File: src/rtl/prog_session_pkg.sv
package prog_session_pkg;

   typedef enum logic [3:0] {
      S_IDLE,
      S_ENT_SETUP,
      S_ENT_BRK,
      S_ACTIVE,
      S_TURN_DRAIN,
      S_TURN_WAITHI,
      S_RX_WAIT,
      S_EXIT_DRAIN,
      S_EXIT_HOLD
   } sess_state_e;

   // whole clock cycles covering a duration in ns, rounded up
   function automatic int ns_to_cyc(input int ns, input int period_ps);
      return (ns * 1000 + period_ps - 1) / period_ps;
   endfunction

   function automatic int max_of(input int a, input int b);
      return (a > b) ? a : b;
   endfunction

endpackage

File: src/rtl/psc_sync.sv
module psc_sync #(
   parameter int STAGES = 2
) (
   input  logic clk,
   input  logic rst_n,
   input  logic d,
   output logic q
);
   generate
      if (STAGES < 0) begin : g_bad
         $error("psc_sync: STAGES must not be negative");
      end
      if (STAGES == 0) begin : g_bypass
         assign q = d;
      end else if (STAGES == 1) begin : g_one
         logic r_q;
         always_ff @(posedge clk or negedge rst_n) begin
            if (!rst_n) r_q <= 1'b0;
            else        r_q <= d;
         end
         assign q = r_q;
      end else begin : g_chain
         logic [STAGES-1:0] r_q;
         always_ff @(posedge clk or negedge rst_n) begin
            if (!rst_n) r_q <= '0;
            else        r_q <= {r_q[STAGES-2:0], d};
         end
         assign q = r_q[STAGES-1];
      end
   endgenerate
endmodule

File: src/rtl/psc_evt_cnt.sv
module psc_evt_cnt #(
   parameter int W = 8
) (
   input  logic         clk,
   input  logic         rst_n,
   input  logic         clr,
   input  logic         inc,
   input  logic [W-1:0] limit,
   output logic         reached
);
   localparam logic [W-1:0] SAT = {W{1'b1}};

   generate
      if (W < 1) begin : g_bad
         $error("psc_evt_cnt: W must be at least 1");
      end
   endgenerate

   logic [W-1:0] cnt_q;

   always_ff @(posedge clk or negedge rst_n) begin
      if (!rst_n)                    cnt_q <= '0;
      else if (clr)                  cnt_q <= '0;
      else if (inc && cnt_q != SAT)  cnt_q <= cnt_q + 1'b1;
   end

   assign reached = (cnt_q >= limit);
endmodule

File: src/rtl/psc_pin_map.sv
module psc_pin_map
   import prog_session_pkg::*;
(
   input  sess_state_e state,
   input  logic        mode3,
   input  logic        link_tx,
   output logic        data_oe,
   output logic        data_hold_hi,
   output logic        sclk_oe,
   output logic        sclk_run,
   output logic        sclk_force_hi,
   output logic        tgt_rst_low
);
   logic entry, xmit_ok, open_s;

   always_comb begin
      entry   = (state == S_ENT_SETUP) || (state == S_ENT_BRK);
      xmit_ok = (state == S_ACTIVE) || (state == S_TURN_DRAIN) ||
                (state == S_EXIT_DRAIN);
      open_s  = (state != S_IDLE);

      data_oe       = entry || (xmit_ok && link_tx);
      data_hold_hi  = entry;
      sclk_oe       = open_s;
      sclk_run      = open_s && (state != S_ENT_SETUP) && (state != S_EXIT_HOLD);
      sclk_force_hi = (state == S_EXIT_HOLD);
      tgt_rst_low   = open_s && mode3;
   end
endmodule

File: src/rtl/prog_session_ctrl.sv
module prog_session_ctrl
   import prog_session_pkg::*;
#(
   parameter int CLK_PERIOD_PS = 4000,
   parameter int DATA_HI_NS    = 90,
   parameter int RST_LO_NS     = 400,
   parameter int BREAK_BITS    = 12,
   parameter int BREAK_COUNT   = 2,
   parameter int TMO_MS        = 100,
   parameter int HOLD_MS       = 2,
   parameter int SYNC_STAGES   = 2
) (
   input  logic clk,
   input  logic rst_n,
   input  logic cmd_start,
   input  logic cmd_mode,
   input  logic cmd_stop,
   input  logic rx_req,
   input  logic tx_req,
   input  logic bit_tick,
   input  logic ms_tick,
   input  logic tx_busy,
   input  logic frame_done,
   input  logic data_in,
   output logic data_oe,
   output logic data_hold_hi,
   output logic link_dir_tx,
   output logic sclk_oe,
   output logic sclk_run,
   output logic sclk_force_hi,
   output logic tgt_rst_low,
   output logic session_on,
   output logic busy,
   output logic done,
   output logic tmo_flag
);
   localparam int DATA_HI_CYC = ns_to_cyc(DATA_HI_NS, CLK_PERIOD_PS);
   localparam int RST_LO_CYC  = ns_to_cyc(RST_LO_NS, CLK_PERIOD_PS);
   localparam int BRK_TOTAL   = BREAK_BITS * BREAK_COUNT;
   localparam int MAX_LIM     = max_of(max_of(DATA_HI_CYC, RST_LO_CYC),
                                       max_of(BRK_TOTAL, max_of(TMO_MS, HOLD_MS)));
   localparam int CW          = $clog2(MAX_LIM + 2);

   generate
      if (CLK_PERIOD_PS < 1 || BREAK_BITS < 1 || BREAK_COUNT < 1 ||
          TMO_MS < 1 || HOLD_MS < 1) begin : g_bad_cfg
         $error("prog_session_ctrl: durations and counts must be positive");
      end
   endgenerate

   sess_state_e    state_q, state_d;
   logic           link_q, link_d;
   logic           mode_q;
   logic           done_d, tmo_set;
   logic           start_ok;
   logic           cnt_inc, cnt_reached;
   logic [CW-1:0]  cnt_limit;
   logic           data_s;

   psc_sync #(.STAGES(SYNC_STAGES)) u_sync (
      .clk   (clk),
      .rst_n (rst_n),
      .d     (data_in),
      .q     (data_s)
   );

   // one counter serves every timed phase; it restarts on each state change
   psc_evt_cnt #(.W(CW)) u_cnt (
      .clk     (clk),
      .rst_n   (rst_n),
      .clr     (state_d != state_q),
      .inc     (cnt_inc),
      .limit   (cnt_limit),
      .reached (cnt_reached)
   );

   always_comb begin
      cnt_inc   = 1'b0;
      cnt_limit = CW'(MAX_LIM + 1);
      unique case (state_q)
         S_ENT_SETUP: begin
            cnt_inc   = 1'b1;
            cnt_limit = mode_q ? CW'(RST_LO_CYC) : CW'(DATA_HI_CYC);
         end
         S_ENT_BRK: begin
            cnt_inc   = bit_tick;
            cnt_limit = CW'(BRK_TOTAL);
         end
         S_TURN_WAITHI, S_RX_WAIT: begin
            cnt_inc   = ms_tick;
            cnt_limit = CW'(TMO_MS);
         end
         S_EXIT_HOLD: begin
            cnt_inc   = ms_tick;
            cnt_limit = CW'(HOLD_MS);
         end
         default: ;
      endcase
   end

   always_comb begin
      state_d  = state_q;
      link_d   = link_q;
      done_d   = 1'b0;
      tmo_set  = 1'b0;
      start_ok = 1'b0;
      unique case (state_q)
         S_IDLE: begin
            link_d = 1'b0;
            if (cmd_start) begin
               start_ok = 1'b1;
               state_d  = S_ENT_SETUP;
            end
         end
         S_ENT_SETUP: if (cnt_reached) state_d = S_ENT_BRK;
         S_ENT_BRK: if (cnt_reached) begin
            state_d = S_ACTIVE;
            link_d  = 1'b1;
            done_d  = 1'b1;
         end
         S_ACTIVE: begin
            if (cmd_stop)     state_d = S_EXIT_DRAIN;
            else if (rx_req)  state_d = link_q ? S_TURN_DRAIN : S_RX_WAIT;
            else if (tx_req)  link_d  = 1'b1;
         end
         S_TURN_DRAIN: if (!tx_busy) begin
            state_d = S_TURN_WAITHI;
            link_d  = 1'b0;
         end
         S_TURN_WAITHI: begin
            if (data_s) state_d = S_RX_WAIT;
            else if (cnt_reached) begin
               state_d = S_IDLE;
               tmo_set = 1'b1;
            end
         end
         S_RX_WAIT: begin
            if (frame_done) begin
               state_d = S_ACTIVE;
               done_d  = 1'b1;
            end else if (cnt_reached) begin
               state_d = S_IDLE;
               tmo_set = 1'b1;
            end
         end
         S_EXIT_DRAIN: if (!tx_busy) begin
            link_d = 1'b0;
            if (mode_q) begin
               state_d = S_IDLE;
               done_d  = 1'b1;
            end else begin
               state_d = S_EXIT_HOLD;
            end
         end
         S_EXIT_HOLD: if (cnt_reached) begin
            state_d = S_IDLE;
            done_d  = 1'b1;
         end
         default: state_d = S_IDLE;
      endcase
   end

   always_ff @(posedge clk or negedge rst_n) begin
      if (!rst_n) begin
         state_q  <= S_IDLE;
         link_q   <= 1'b0;
         mode_q   <= 1'b0;
         done     <= 1'b0;
         tmo_flag <= 1'b0;
      end else begin
         state_q <= state_d;
         link_q  <= link_d;
         done    <= done_d;
         if (start_ok) begin
            mode_q   <= cmd_mode;
            tmo_flag <= 1'b0;
         end else if (tmo_set) begin
            tmo_flag <= 1'b1;
         end
      end
   end

   psc_pin_map u_pins (
      .state         (state_q),
      .mode3         (mode_q),
      .link_tx       (link_q),
      .data_oe       (data_oe),
      .data_hold_hi  (data_hold_hi),
      .sclk_oe       (sclk_oe),
      .sclk_run      (sclk_run),
      .sclk_force_hi (sclk_force_hi),
      .tgt_rst_low   (tgt_rst_low)
   );

   assign link_dir_tx = link_q;
   assign session_on  = (state_q != S_IDLE);
   assign busy        = (state_q != S_IDLE) && (state_q != S_ACTIVE);
endmodule

File: config.mk
export PLATFORM = sky130hd
export DESIGN_NAME = prog_session_ctrl
export DESIGN_NICKNAME = d
export VERILOG_FILES = /design/src/rtl/prog_session_pkg.sv /design/src/rtl/psc_sync.sv /design/src/rtl/psc_evt_cnt.sv /design/src/rtl/psc_pin_map.sv /design/src/rtl/prog_session_ctrl.sv
export SDC_FILE = /design/constraint.sdc
export NUM_CORES = 1
export LEC_CHECK = 0
export ABC_AREA = 1
export CAP_MARGIN = 20
export CORE_UTILIZATION = 40
export CTS_CLUSTER_DIAMETER = 150
export DETAILED_ROUTE_END_ITERATION = 7
export MAX_ROUTING_LAYER = met4
export REMOVE_ABC_BUFFERS = 1
export SLEW_MARGIN = 20
export SYNTH_ARGS = -nofsm -noshare
export SYNTH_HDL_FRONTEND = slang
export SYNTH_SLANG_ARGS = --single-unit
File: constraint.sdc
create_clock -name clk -period 4.3 [get_ports clk]
set_input_delay 0.43 -clock clk [delete_from_list [all_inputs] [get_ports clk]]
set_output_delay 0.43 -clock clk [all_outputs]
set_load 0.05 [all_outputs]
==> results of run 1 <==
[area by class of cell]
class	count	area [um^2]	share of cell area
clock buffers	3	22.52	0.01305
clock inverters	1	5.005	0.002901
multi-input cells	151	849.6	0.4924
inverters	38	145.1	0.08412
repair buffers	22	220.2	0.1276
well taps	46	57.56	0.03336
flip-flops and latches	17	425.4	0.2466
[stage by stage]
step                total power [mW]  hold WS (ns)
global placement              0.9571        0.3356
CTS                            1.041        0.3623
floorplan                     0.7635        0.1344
finish                         1.035        0.3602
global route                   1.128        0.3645
detailed placement            0.9524        0.3397
[power breakdown]
part	switching, mW	internal (mW)	total (mW)
Sequential	0.0415	0.187	0.229
Clock	0.0495	0.0346	0.0841
Combinational	0.494	0.228	0.723
[cell families after synthesis]
logic type / after synthesis
and+or+nand+nor: 129
DFF: 17
adders and majority gates: 8
buffers and inverters: 41
AOI/OAI and AO/OA: 14
[cell usage in the layout (no fill, tap or decap)]
cell             instances
nand3_1                 13
nand2_1                 60
nor2_2                   2
o21ai_2                  1
ha_1                     8
nor3_2                   8
nand4_1                  7
nor2_4                   2
clkbuf_4                 3
nand2_2                  9
a22oi_1                  1
o21ai_0                  5
nand3b_1                 1
o2111ai_1                1
inv_2                    8
a221oi_1                 1
dfrtp_1                 17
nor2_1                  18
nor3_1                   2
o211ai_1                 1
nand3_2                  5
clkinv_2                 1
inv_4                    1
a21oi_1                  4
clkdlybuf4s50_1         22
nand2_4                  2
inv_1                   29
[final timing paths]
path,end,slack (ns),depth (start not counted)
setup / recovery,u_cnt.cnt_q[6],1.54,17
hold / removal,u_sync.g_chain.r_q[1],0.36,0
setup reg to reg,u_cnt.cnt_q[6],1.54,17
hold reg to reg,u_sync.g_chain.r_q[1],0.36,0
max in group asynchronous,state_q[0],3.27,1
min in group asynchronous,link_dir_tx,0.57,1
[state kept, by name, summed over array words and instances (netlist names)]
name,cells
u_cnt.cnt_q,7
link_dir_tx,1
state_q,4
tmo_flag,1
mode_q,1
u_sync.g_chain.r_q,2
done,1
[critical path, delay by kind of cell (launching register included)]
kind	cells	cell delay, ns
flip-flops	1	0.53
AND/OR/NAND/NOR	12	1.44
buffers and inverters	3	0.19
AO/OA/AOI/OAI	1	0.21
adder cells (fa/ha/maj)	1	0.30
[per-layer routing]
metal | track usage | vias to the layer above
met5 | - | -
met2 | 0.2624 | 37
li1 | - | 712
met4 | 0.05233 | 0
met1 | 0.2903 | 599
met3 | 0.02574 | 2
==> reports/qor.yml, run 1 <==
outcome: "complete, no violations"
relSlewSlack: 0.5053
postLayoutCoreUtil: 0.5090
yosys_most_used_dff: "dfrtp_1"
rows: 21
setup_viol: 0
vdd_ir_drop_max_uv: 292.8
dr_wl_met2_um: 1321
cp-start-kind: "flip-flop"
worstPathArrival_ns: 2.98
dp_hpwl_um: 2682
yosysTopAreaCell: "dfrtp_1"
synth.avg_cell_area_um2: 6.926
first_global_vias: 1263
vias: 1350
hold_start: "u_sync.g_chain.r_q[0]"
die_x_um: 62.16
synth_top_family_by_area: "simple AND/OR/NAND/NOR gates"
maxCapViolCount: 0
grtUsageTotal: 0.1915
synthCells: 209
antenna_found_initial: 0
grt_pass1_wl_um: 5782
core_area_mm2: 0.003390
synthAdderAreaFrac: 0.06914
cp_cell_sequence: "nor2_4 > inv_2 > nor2_1 > nand2_2 > inv_1 > nor2_1 > nand2_1 > ha_1 > nand2_1 > inv_1 > a21oi_1 > nand2_1 > nand2_1 > nand4_1 > nand2_1 > nand2_2 > nor3_2"
drcViolationCount: 0
ys_seq_area_frac: 0.2939
synth_simple_gate_area_frac: 0.4581
worst_setup_path_end_kind: "flip-flop"
ys_async_sr_fraction: 1.000
startpoint: "state_q[0]"
area_delta_synth_final_pct: 19.19
diodes: 0
hold_viol: 0
routedWlPerCell_um: 11.82
postCtsSetupBuffers: 0
yosys-top-cells-area: "dfrtp_1 (29%), nand2_1 (16%), inv_1 (7.5%), ha_1 (6.9%), nor3_2 (5.5%)"
stdcell_area_mm2: 0.001725
io_pins: 23
synth_enable_flop_cells: 0
first_pass_iters: 4
synth-seq-cells: 17
placed_area_mm2: 0.001698
cpPeakStageDelay_ns: 0.53
vias_per_cell: 4.856
post-route-worst-setup-slack_ns: 1.538
cts_hold_buf: 0
fmax_mhz: 362.0
start_util: 0.4271
worst_hold_path_type: "reg2reg"
synth_common_cells: "nand2_1 (60), inv_1 (29), nor2_1 (18), dfrtp_1 (17), nand3_1 (13)"
cts_root_buffer: "clkbuf_4"
period_needed_ns: 2.762
io_buffers: 22
clkSlewWorstSetupHoldPaths_ns: 0.10
min_period_over_period: 0.6424
synth_most_common_cell: "nand2_1"
grt_max_degree: 18
placedCellCount: 274
fp.dieH_um: 62.16
cts_buffers: 3
drt_wl_total_um: 3285
critPathMaxFanout: 7
required_ns: 4.52
overflow: 0
dpl_worst_slack_ns: 1.563
met3_length_um: 186
yosysWarningCount: 0
synth_area_mm2: 0.001448
crit_top_cell: "nand2_1"
antenna_left: 0
cts_tree: "done"
htree_levels: 1
finalNonFillerCells: 278
tightest_slew_ns: 0.7397
cts_sinks: 17
insertion_delay_ns: 0.29
path_class: "reg2reg"
cts-resized-gates: 0
first_iter_violations: 66
synth-xor-area-share: 0
r2r-start: "state_q[0]"
drive_above_1_share: 0.1810
synth_compound_area_frac: 0.05964
tns_ns: 0
p_leak_nw: 0.9213
wl_met1_um: 1775
place_congestion: 0.9569
maxSlewViolCount: 0
synth_top_area_share: 0.2939
ys_types: 27
fin_skew_ns: 0.001433
fill_cells: 340
top_layer: "met4"
muxShareOfSynthArea: 0
finalNetCount: 253
die-area_mm2: 0.003864
cp_slowest_cell: "dfrtp_1"
cts_buffer_depth: 2
grt_setup_unrepaired: "no"
powerDensity_mw_per_mm2: 600.0
Power figures use the tool's default switching activity.
==> run 2: changes to the inputs <==
==> constraint.sdc (replaced) <==
create_clock -name clk -period 2.29 [get_ports clk]
set_input_delay 0.229 -clock clk [delete_from_list [all_inputs] [get_ports clk]]
set_output_delay 0.229 -clock clk [all_outputs]
set_load 0.05 [all_outputs]
==> run 2 against run 1 <==
Compared with the run above: the run now ends with negative setup slack left; routed wire length is 31% higher; fmax is 17% higher; sequential power is 91% higher; setup slack got worse by 1.6 ns; clock power rose by 94%; first-iteration DRC count rose by 29%; final cell count is 17% higher; worst hold slack worse by 0.00070 ns; sequential share of layout area down 6.4 points; non-clock buffer count is 47 higher; critical path depth increased by 3; critical endpoint is now link_dir_tx.
==> reports/qor.yml, run 2 (synthesis gave the netlist of run 1 again) <==
placedCellCount: 305
cp_num_buf_inv: 6
drive_above_1_share: 0.5161
drcViolationCount: 0
antenna_left: 0
die-area_mm2: 0.003864
area_delta_synth_final_pct: 63.01
cp_slowest_cell: "dfrtp_2"
routedWlPerCell_um: 13.25
cp_cell_sequence: "nor2_4 > inv_2 > nor2_4 > nand2_4 > buf_6 > nand2_2 > inv_2 > ha_4 > nand2_2 > inv_2 > nand2_1 > nand2_1 > nand2_2 > nand2_4 > inv_1 > buf_4 > nand2_2 > o2111ai_2 > nand2_1 > o21ai_0"
first_pass_iters: 4
rows: 21
worst_setup_path_end_kind: "flip-flop"
cts_buffer_depth: 2
hold_viol: 0
core_area_mm2: 0.003390
critical_path.top_delay_family: "simple AND/OR/NAND/NOR gates"
powerDensity_mw_per_mm2: 1150
outcome: "complete, but fails checks"
min_to: "u_sync.g_chain.r_q[0]"
r2r-start: "state_q[1]"
cp-start-kind: "flip-flop"
path_class: "reg2reg"
p_leak_nw: 1.205
post-route-worst-setup-slack_ns: -0.08108
maxSlewViolCount: 0
die_x_um: 62.16
htree_levels: 1
insertion_delay_ns: 0.29
hold_ws_ns: 0.3595
grt_pass1_wl_um: 7100
cts_buffers: 3
worstPathArrival_ns: 2.56
setup_viol: 9
antenna_found_initial: 0
fin_skew_ns: 0.01042
period_needed_ns: 2.371
vias_per_cell: 4.889
tightest_slew_ns: 0.7637
vias: 1589
dp_hpwl_um: 2894
clkSlewWorstSetupHoldPaths_ns: 0.11
vdd_ir_drop_max_uv: 529.8
first_iter_violations: 85
place_congestion: 0.9039
final_common_cell: "buf_4"
worst_hold_path_type: "in2reg"
cts_tree: "done"
dpl_worst_slack_ns: -0.3167
finalNetCount: 300
fp.dieH_um: 62.16
top_register: "u_cnt.cnt_q"
diodes: 0
min_period_over_period: 1.035
maxCapViolCount: 0
io_pins: 23
first_global_vias: 1561
r2r_end: "link_dir_tx"
overflow: 0
grt_max_degree: 18
cts_root_buffer: "clkbuf_4"
rrSetupSlack_ns: -0.08
hold_depth: 1
io_buffers: 22
relSlewSlack: 0.4892
start_util: 0.4271
required_ns: 2.48
fill_cells: 273
violations: "negative setup slack"
finalNonFillerCells: 325
grtUsageTotal: 0.2382
crit_top_cell: "nand2_2"
fmax_mhz: 421.7
final_cell_mix: "buf_4 (49), nand2_1 (43), inv_1 (23)"
drt_wl_total_um: 4306
reg_top3: "u_cnt.cnt_q (7), state_q (4), u_sync.g_chain.r_q (2)"
cts_sinks: 17
hold_start: "data_in"
r2r_cells: 20
cpPeakStageDelay_ns: 0.48
power_mw: 2.713
postLayoutCoreUtil: 0.6962
largest_reg_flops: 7
grt_setup_unrepaired: "yes"
critPathMaxFanout: 5
==> run 2: timing repair <==
action,CTS,global route
cloned,0,0
buffers inserted,14,5
resized for setup,37,38
pin swaps,26,31
endpoints found under the setup margin,14,16
hold buffers,0,0
==> run 2: per-stage QoR <==
stage	setup TNS, ns	cell area, um^2
floorplan	-3.623	1420
detailed placement	-2.989	1916
global route	-2.606	2360
CTS	-0.6570	2177
global placement	-2.398	1916
finish	-0.6273	2360
==> run 2: worst reg2reg max path: stages (launching register included) <==
cell and delay [ns]:
dfrtp_2 0.48, nor2_4 0.14, inv_2 0.06, nor2_4 0.11, nand2_4 0.08, buf_6 0.12
nand2_2 0.05, inv_2 0.04, ha_4 0.25, nand2_2 0.05, inv_2 0.04, nand2_1 0.04
nand2_1 0.07, nand2_2 0.12, nand2_4 0.11, inv_1 0.07, buf_4 0.14, nand2_2 0.06
o2111ai_2 0.10, nand2_1 0.08, o21ai_0 0.07
==> run 2: cell type report <==
| cell class | count | area [um^2] | share of cell area |
|---|---|---|---|
| Multi-Input combinational cell | 151 | 1119 | 0.4740 |
| Timing Repair Buffer | 69 | 573.1 | 0.2428 |
| Sequential cell | 17 | 430.4 | 0.1824 |
| Inverter | 38 | 152.6 | 0.06469 |
| Tap cell | 46 | 57.56 | 0.02439 |
| Clock buffer | 3 | 22.52 | 0.009544 |
| Clock inverter | 1 | 5.005 | 0.002121 |
==> run 2: metal layers <==
metal  GRT usage  share of wire  wire, um  vias to the layer above
met1      0.3207           0.48      2054                      746
met4     0.09302          0.015        63                        0
li1            -              -         -                      802
met5           -              0         0                        -
met3     0.03125          0.043       184                        6
met2      0.3626           0.47      2004                       35
==> run 2: worst max path at each step <==
| stage | from | to | slack, ns | cells after the start |
|---|---|---|---|---|
| 2_1_floorplan | state_q[1] | u_cnt.cnt_q[0] | -0.40 | 18 |
| 3_3_place_gp | state_q[0] | u_cnt.cnt_q[5] | -0.27 | 17 |
| 3_5_place_dp | state_q[1] | u_cnt.cnt_q[0] | -0.32 | 18 |
| 4_1_cts | state_q[1] | u_cnt.cnt_q[5] | -0.10 | 18 |
| 5_1_grt | state_q[0] | u_cnt.cnt_q[5] | -0.27 | 20 |
| 6_report | state_q[1] | link_dir_tx | -0.08 | 20 |
==> run 2: report_power, final <==
part	switching [mW]	internal, mW
sequential	0.0812	0.355
combinational	1.23	0.880
clock	0.0978	0.0650
==> run 3: changes to the inputs <==
--- a/config.mk
+++ b/config.mk
@@ -16,3 +16,4 @@
 export SYNTH_ARGS = -nofsm -noshare
 export SYNTH_HDL_FRONTEND = slang
 export SYNTH_SLANG_ARGS = --single-unit
+export TNS_END_PERCENT = 1
==> run 3 against run 2 <==
Compared with the run above: die area unchanged; the flow still finishes with violations (negative setup slack); fmax down 0.51%; largest power group unchanged; register-to-register slack about the same; critical endpoint is now u_cnt.cnt_q[1].
==> reports/qor.yml, run 3 (synthesis gave the netlist of run 1 again) <==
worst_hold_path_type: "in2reg"
tightest_slew_ns: 0.7806
p_leak_nw: 1.208
cts_buffers: 3
clkSlewWorstSetupHoldPaths_ns: 0.11
placedCellCount: 305
relSlewSlack: 0.4780
drt_wl_total_um: 4240
first_global_vias: 1542
vias: 1595
maxCapViolCount: 0
cts_tree: "done"
htree_levels: 1
grt-busiest-layer: "met2"
drive_above_1_share: 0.5054
grt_pass1_wl_um: 7024
min_period_over_period: 1.041
final_cell_mix: "buf_4 (48), nand2_1 (41), inv_1 (22)"
finalNonFillerCells: 323
violations: "negative setup slack"
vdd_ir_drop_max_uv: 515.6
diodes: 0
gr-usage-met1: 0.3219
hold_viol: 0
fill_cells: 280
use_met3: 0.03125
hold_ws_ns: 0.3597
postLayoutCoreUtil: 0.6807
power_mw: 2.660
powerDensity_mw_per_mm2: 1153
routedWlPerCell_um: 13.13
cts_root_buffer: "clkbuf_4"
insertion_delay_ns: 0.29
drcViolationCount: 0
io_buffers: 22
critPathMaxFanout: 7
largest_reg_flops: 7
antenna_left: 0
die_x_um: 62.16
post-route-worst-setup-slack_ns: -0.09312
place_congestion: 0.9039
required_ns: 2.50
die-area_mm2: 0.003864
core_area_mm2: 0.003390
start_util: 0.4271
grt_max_degree: 18
grt_setup_unrepaired: "yes"
cp-start-kind: "flip-flop"
worst_setup_path_end_kind: "flip-flop"
first_pass_iters: 4
fin_skew_ns: 0.01279
first_iter_violations: 55
fp.dieH_um: 62.16
overflow: 0
period_needed_ns: 2.383
reg_top3: "u_cnt.cnt_q (7), state_q (4), u_sync.g_chain.r_q (2)"
dp_hpwl_um: 2894
met2_usage: 0.3489
path_class: "reg2reg"
io_pins: 23
worstPathArrival_ns: 2.60
tns_ns: -0.7216
cts_buffer_depth: 2
fmax_mhz: 419.6
top_register: "u_cnt.cnt_q"
rows: 21
outcome: "complete, but fails checks"
grtUsageTotal: 0.2358
maxSlewViolCount: 0
setup_viol: 10
final_common_cell: "buf_4"
area_delta_synth_final_pct: 59.38
antenna_found_initial: 0
vias_per_cell: 4.938
finalNetCount: 298
cts_sinks: 17
==> run 3: cell count changes in the layout (fill, tap and decap cells not counted), sizes merged <==
cell | before | now
dlymetal6s2s | 0 | 1
clkdlybuf4s50 | 16 | 15
buf | 53 | 51
==> run 3: worst paths after layout <==
| check | endpoint | slack, ns | startpoint | cells past startpoint |
|---|---|---|---|---|
| max | u_cnt.cnt_q[1] | -0.09 | state_q[0] | 20 |
| min in group asynchronous | mode_q | 0.38 | rst_n | 1 |
| max in group asynchronous | state_q[0] | 1.38 | rst_n | 1 |
| min reg2reg | u_sync.g_chain.r_q[1] | 0.36 | u_sync.g_chain.r_q[0] | 0 |
| min | u_sync.g_chain.r_q[0] | 0.36 | data_in | 1 |
| max reg2reg | u_cnt.cnt_q[1] | -0.09 | state_q[0] | 20 |
==> run 3: metrics by stage <==
step / instance area [um^2] / worst slack (ns)
after floorplan: 1420 / -0.3977
after global placement: 1916 / -0.2715
after detailed placement: 1916 / -0.3167
after CTS: 2163 / -0.1031
after global routing: 2307 / -0.2508
final: 2307 / -0.09312
==> run 3: power by group <==
part           internal [mW]  switching [mW]  leakage, nW
Clock                 0.0649          0.0977       0.0177
Sequential             0.355          0.0825        0.220
Combinational          0.841            1.22        0.970
==> run 3: metal layers <==
metal | part of all wire | wire length (um)
met5 | 0 | 0
met4 | 0.026 | 110
met3 | 0.038 | 161
met2 | 0.45 | 1911
met1 | 0.49 | 2057
==> run 3: what timing repair did <==
item                       CTS  global route
gates resized for setup     36            37
buffers inserted            13             1
setup endpoints to repair   14            16
hold buffers                 0             0
pin swaps                   23            24
==> run 3: critical path, cell delays in order, from the launching register on <==
cell and delay, ns:
dfrtp_2 0.48, inv_2 0.07, nand2_2 0.09, inv_2 0.05, nand2_4 0.07, inv_6 0.05
nor2_4 0.09, inv_2 0.05, o21ai_2 0.14, ha_1 0.26, inv_1 0.06, nand2_1 0.04
nand2_1 0.07, nand2_2 0.06, nand2_4 0.11, nand3_4 0.11, nor2_4 0.12, nor2_4 0.04
nand3_2 0.07, nand2_4 0.09, nor3_2 0.18
==> run 3: final cells by class <==
cell class | count | area, um^2 | share of cell area
flip-flops and latches | 17 | 430.4 | 0.1866
well taps | 46 | 57.56 | 0.02495
inverters | 38 | 152.6 | 0.06616
repair buffers | 67 | 556.8 | 0.2413
multi-input cells | 151 | 1082 | 0.4691
clock inverters | 1 | 5.005 | 0.002169
clock buffers | 3 | 22.52 | 0.009761
